### config.mk
export PLATFORM = sky130hd
export DESIGN_NAME = rsw_unit
export DESIGN_NICKNAME = d
export VERILOG_FILES = /design/src/rtl/rsw_pkg.sv /design/src/rtl/rsw_ctrl.sv /design/src/rtl/rsw_dpath.sv /design/src/rtl/rsw_unit.sv
export SDC_FILE = /design/constraint.sdc
export NUM_CORES = 1
export LEC_CHECK = 0
export BUFFER_PORTS_ARGS = -buffer_cell sky130_fd_sc_hd__buf_2
export CAP_MARGIN = 15
export CORE_AREA = 2 2 143 145
export CTS_CLUSTER_DIAMETER = 40
export DETAILED_ROUTE_END_ITERATION = 6
export DIE_AREA = 0 0 145 147
export PLACE_DENSITY = 0.82
export SYNTH_ARGS = -nofsm -noshare
export SYNTH_HDL_FRONTEND = slang
export SYNTH_HIERARCHICAL = 1
export SYNTH_SLANG_ARGS = --single-unit
### constraint.sdc
create_clock -name clk -period 7.7 [get_ports clk]
set_input_delay 2.31 -clock clk [delete_from_list [all_inputs] [get_ports clk]]
set_output_delay 2.31 -clock clk [all_outputs]
set_load 0.02 [all_outputs]
### src/rtl/rsw_pkg.sv
package rsw_pkg;
  // Decisions made by the control, consumed by the datapath
  typedef struct packed {
    logic enter;   // accepted entry into the runtime
    logic leave;   // accepted return to the application
    logic nest;    // refused nested entry
  } rswStrobe_t;

  typedef enum logic {
    MODE_APP = 1'b0,
    MODE_FW  = 1'b1
  } rswMode_t;
endpackage

### src/rtl/rsw_ctrl.sv
module rsw_ctrl #(
  parameter int OP_W = 7,
  parameter logic [OP_W-1:0] OP_SWITCH = 7'h0B,
  parameter logic [OP_W-1:0] OP_RETURN = 7'h2B
) (
  input  logic                clk,
  input  logic                rst_n,
  input  logic                decValid,
  input  logic [OP_W-1:0]     decOpcode,
  output rsw_pkg::rswStrobe_t strobe,
  output logic                redirectValid,
  output logic                flushYoung,
  output logic                ctxSave,
  output logic                ctxRestore,
  output logic                fetchFromFw,
  output logic                nestErr
);
  import rsw_pkg::*;

  rswMode_t mode;
  logic     live;
  logic     isSwitch;
  logic     isReturn;

  // An instruction seen while the flush is active is a younger one: drop it
  assign live     = decValid && !flushYoung;
  assign isSwitch = live && (decOpcode == OP_SWITCH);
  assign isReturn = live && (decOpcode == OP_RETURN);

  always_comb begin
    strobe.enter = isSwitch && (mode == MODE_APP);
    strobe.nest  = isSwitch && (mode == MODE_FW);
    strobe.leave = isReturn && (mode == MODE_FW);
  end

  always_ff @(posedge clk) begin
    if (!rst_n) begin
      mode          <= MODE_APP;
      redirectValid <= 1'b0;
      flushYoung    <= 1'b0;
      ctxSave       <= 1'b0;
      ctxRestore    <= 1'b0;
      nestErr       <= 1'b0;
    end else begin
      redirectValid <= strobe.enter || strobe.leave;
      flushYoung    <= strobe.enter || strobe.leave;
      ctxSave       <= strobe.enter;
      ctxRestore    <= strobe.leave;
      if (strobe.enter)      mode <= MODE_FW;
      else if (strobe.leave) mode <= MODE_APP;
      if (strobe.leave)      nestErr <= 1'b0;
      else if (strobe.nest)  nestErr <= 1'b1;
    end
  end

  assign fetchFromFw = (mode == MODE_FW);
endmodule

### src/rtl/rsw_dpath.sv
module rsw_dpath #(
  parameter int PC_W = 32,
  parameter int IDX_W = 4,
  parameter int DATA_W = 32,
  parameter int NARGS = 4,
  parameter int ENTRY_SHIFT = 4,
  parameter int PC_STEP = 4,
  parameter logic [PC_W-1:0] FW_BASE_RST = 32'h0001_0000
) (
  input  logic                    clk,
  input  logic                    rst_n,
  input  rsw_pkg::rswStrobe_t     strobe,
  input  logic [PC_W-1:0]         decPc,
  input  logic [IDX_W-1:0]        decImm,
  input  logic                    baseWrEn,
  input  logic [PC_W-1:0]         baseWrData,
  input  logic [NARGS*DATA_W-1:0] argIn,
  output logic [PC_W-1:0]         redirectPc,
  output logic [NARGS*DATA_W-1:0] argOut
);
  logic [PC_W-1:0] baseQ;
  logic [PC_W-1:0] savedPc;
  logic [PC_W-1:0] entryOff;
  logic [PC_W-1:0] entryPc;

  assign entryOff = PC_W'(decImm) << ENTRY_SHIFT;
  assign entryPc  = baseQ + entryOff;

  always_ff @(posedge clk) begin
    if (!rst_n)        baseQ <= FW_BASE_RST;
    else if (baseWrEn) baseQ <= baseWrData;
  end

  always_ff @(posedge clk) begin
    if (!rst_n) begin
      savedPc    <= '0;
      redirectPc <= '0;
    end else if (strobe.enter) begin
      savedPc    <= decPc + PC_W'(PC_STEP);
      redirectPc <= entryPc;
    end else if (strobe.leave) begin
      redirectPc <= savedPc;
    end
  end

  for (genvar g = 0; g < NARGS; g++) begin : g_arg
    always_ff @(posedge clk) begin
      if (!rst_n)
        argOut[g*DATA_W +: DATA_W] <= '0;
      else if (strobe.enter)
        argOut[g*DATA_W +: DATA_W] <= argIn[g*DATA_W +: DATA_W];
    end
  end
endmodule

### src/rtl/rsw_unit.sv
module rsw_unit #(
  parameter int PC_W = 32,
  parameter int IDX_W = 4,
  parameter int OP_W = 7,
  parameter int DATA_W = 32,
  parameter int NARGS = 4,
  parameter int ENTRY_SHIFT = 4,
  parameter int PC_STEP = 4,
  parameter logic [OP_W-1:0] OP_SWITCH = 7'h0B,
  parameter logic [OP_W-1:0] OP_RETURN = 7'h2B,
  parameter logic [PC_W-1:0] FW_BASE_RST = 32'h0001_0000
) (
  input  logic                    clk,
  input  logic                    rst_n,
  input  logic                    decValid,
  input  logic [OP_W-1:0]         decOpcode,
  input  logic [IDX_W-1:0]        decImm,
  input  logic [PC_W-1:0]         decPc,
  input  logic                    baseWrEn,
  input  logic [PC_W-1:0]         baseWrData,
  input  logic [NARGS*DATA_W-1:0] argIn,
  output logic                    redirectValid,
  output logic [PC_W-1:0]         redirectPc,
  output logic                    fetchFromFw,
  output logic                    flushYoung,
  output logic                    ctxSave,
  output logic                    ctxRestore,
  output logic                    nestErr,
  output logic [NARGS*DATA_W-1:0] argOut
);
  rsw_pkg::rswStrobe_t strobe;

  rsw_ctrl #(
    .OP_W(OP_W), .OP_SWITCH(OP_SWITCH), .OP_RETURN(OP_RETURN)
  ) u_ctrl (
    .clk(clk), .rst_n(rst_n), .decValid(decValid), .decOpcode(decOpcode),
    .strobe(strobe), .redirectValid(redirectValid), .flushYoung(flushYoung),
    .ctxSave(ctxSave), .ctxRestore(ctxRestore), .fetchFromFw(fetchFromFw),
    .nestErr(nestErr)
  );

  rsw_dpath #(
    .PC_W(PC_W), .IDX_W(IDX_W), .DATA_W(DATA_W), .NARGS(NARGS),
    .ENTRY_SHIFT(ENTRY_SHIFT), .PC_STEP(PC_STEP), .FW_BASE_RST(FW_BASE_RST)
  ) u_dp (
    .clk(clk), .rst_n(rst_n), .strobe(strobe), .decPc(decPc), .decImm(decImm),
    .baseWrEn(baseWrEn), .baseWrData(baseWrData), .argIn(argIn),
    .redirectPc(redirectPc), .argOut(argOut)
  );
endmodule

==> flow_metrics.env <==
export IMPL_slew_headroom_pct=23.8
export IMPL_viasPerCell=5.44
export IMPL_crit_slowest_cell="buf_4"
export IMPL_cap_violations=0
export IMPL_cp_common_cell="buf_4"
export IMPL_grt_first_pass_wirelength_um=44700
export IMPL_required_ps=8050
export IMPL_clk_pin_slew_ps=60
export IMPL_drv_slew=0
export IMPL_antenna_found_initial=0
export IMPL_setup_viol=0
export IMPL_overflow=0
export IMPL_fin_tns_setup_ps=0
export IMPL_cts_hold_fix_buffers=0
export IMPL_core_um2=19800
export IMPL_rsz0062_at_grt="no"
export IMPL_skew_ps=8.13
export IMPL_postPlaceCellArea_um2=11700
export IMPL_start_util_pct=48.9
export IMPL_hpwl_um=20200
export IMPL_n_fill_cell=1587
export IMPL_netlist_instances=1036
export IMPL_n_antenna_cell=0
export IMPL_htree_levels=2
export IMPL_ys_warn_count=6
export IMPL_grt_pass1_vias=8769
export IMPL_dr_pass1_iters=5
export IMPL_drc=0
export IMPL_fin_crit_sh_pct=62.8
export IMPL_ant_nets=0
export IMPL_hold_viol_final=0
export IMPL_fmax_ghz=0.207
export IMPL_outcome="finished, final reports clean"
export IMPL_p_comb_share_pct=4.7
export IMPL_fin_area_um2=12900
export IMPL_irDropWorstVdd_mv=0.173
export IMPL_power_clock_fraction_pct=55.4
export IMPL_critical_path_peak_fanout=64
export IMPL_layout_min_cycle_time_ps=4830
export IMPL_p_leak_nw=5.57
export IMPL_final_nets=1590
export IMPL_grt_max_degree=114
export IMPL_critPathTopFamily="buffers and inverters"
export IMPL_cts_root_buf="clkbuf_16"
export IMPL_gr_usage_all_layers_pct=25.5
export IMPL_avgRoutedWirePerCell_um=17.3
export IMPL_rows=52
export IMPL_syn_area_per_cell_um2=9.37
export IMPL_min_path_type="flop to flop"
export IMPL_path_class="primary input to flop"
export IMPL_swShare_pct=21.0
export IMPL_synth_area_um2=9710
export IMPL_postCtsSetupBuffers=0
export IMPL_ctsResizeCount=0
export IMPL_switching_power_w=0.000640
export IMPL_seq_power_share_pct=39.8
export IMPL_clk_latency_ps=490
export IMPL_cts_tree="done"
export IMPL_io_buffer_count=372
export IMPL_path_cells="buf_2 > and4bb_2 > nand2_1 > nor3_2 > buf_4 > buf_4 > mux2i_1 > nor2_1"
export IMPL_pre_cts_ws_ps=2430
export IMPL_clkSinkCount=229
export IMPL_arrival_ps=5180
export IMPL_stdcell_count=1668
export IMPL_drt_iter0_drc=660
export IMPL_dr_total_vias=9076
export IMPL_synth_nets=1249
export IMPL_tightest_slew_ps=1140
export IMPL_start_kind="primary input"
export IMPL_p_per_area_nw_per_um2=235
export IMPL_path_buf_inv=3
export IMPL_die_h_um=147
export IMPL_fin_ws_ps=2870
export IMPL_routed_wl_um=28900
export IMPL_power_internal_w=0.00241
export IMPL_io_pins=373
export IMPL_dp_cells=1610
export IMPL_max_stage_delay_ps=880
export IMPL_gp_congestion=0.860
export IMPL_cts_buffers_inserted=35
export IMPL_die_x_um=145
export IMPL_syn2layout_area_growth_pct=33.3
export IMPL_die_area_um2=21300
export IMPL_crit_path_end_kind="flop"
export IMPL_drive_gt1_share_pct=32.7
export IMPL_clk_path_buf_depth=3
through the flow:
stage          util [%]  hold slack [ps]  power [W]
6_report           65.2              472    0.00305
5_1_grt            65.2              502    0.00314
4_1_cts            65.2              468    0.00307
3_5_place_dp       58.9              453    0.00138
3_3_place_gp       58.9              451    0.00138
2_1_floorplan         -              434    0.00130
cell usage in the layout (no fill, tap or decap), types with 14 or more instances in the layout:
cell type,instances
a21oi_1,22
a31oi_1,16
buf_2,372
clkbuf_16,37
dfxtp_1,229
inv_1,19
mux2_2,14
mux2i_1,180
nand2_1,41
nand3_1,20
nand4_1,16
nor2_1,194
nor3_1,17
nor4_1,15
o21ai_0,44
final cells by class:
cell class | count | area, µm² | share of cell area [%]
clock inverters | 15 | 272 | 2.10
flip-flops and latches | 229 | 4580 | 35.4
clock buffers | 43 | 988 | 7.64
inverters | 20 | 80.1 | 0.619
repair buffers | 378 | 1910 | 14.7
well taps | 270 | 338 | 2.61
multi-input cells | 713 | 4780 | 36.9
sequential cells by signal, summed over array words and instances (netlist names):
register            count
u_dp/argOut           128
u_dp/redirectPc        32
u_ctrl/ctxRestore       1
u_dp/baseQ             32
u_ctrl/flushYoung       1
u_ctrl/fetchFromFw      1
u_ctrl/ctxSave          1
u_dp/savedPc           32
u_ctrl/nestErr          1
power groups by stage:
stage                     registers (W)   logic, W  clock network (W)
after floorplan                 0.00124  0.0000656                  0
after global placement          0.00124   0.000139                  0
after detailed placement        0.00124   0.000142                  0
after CTS                       0.00121   0.000143            0.00171
after global routing            0.00121   0.000158            0.00177
final                           0.00121   0.000144            0.00169
worst min-delay path: cells and delay by family (launching register included):
family           cells  cell delay [ps]
flip-flops           1              320
AND/OR/NAND/NOR      2              120
per-layer routing:
metal	GRT usage (%)	up-vias	wire (µm)
met1	29.3	4232	11200
li1	-	4369	-
met3	6.55	64	2220
met4	11.7	0	1170
met5	0	-	0
met2	44.7	411	14300
path summary, 6_finish.rpt:
path                                        start                to  slack [ps]  cells after the start
worst max-delay path                 decOpcode[2]   u_dp/argOut[47]        2870                      8
worst max register to register  u_ctrl/flushYoung   u_dp/argOut[47]        4470                      7
worst min-delay path             u_dp/savedPc[17]  u_dp/savedPc[17]         470                      2
worst min register to register   u_dp/savedPc[17]  u_dp/savedPc[17]         470                      2
No activity file was read; power rests on OpenSTA's default activity.
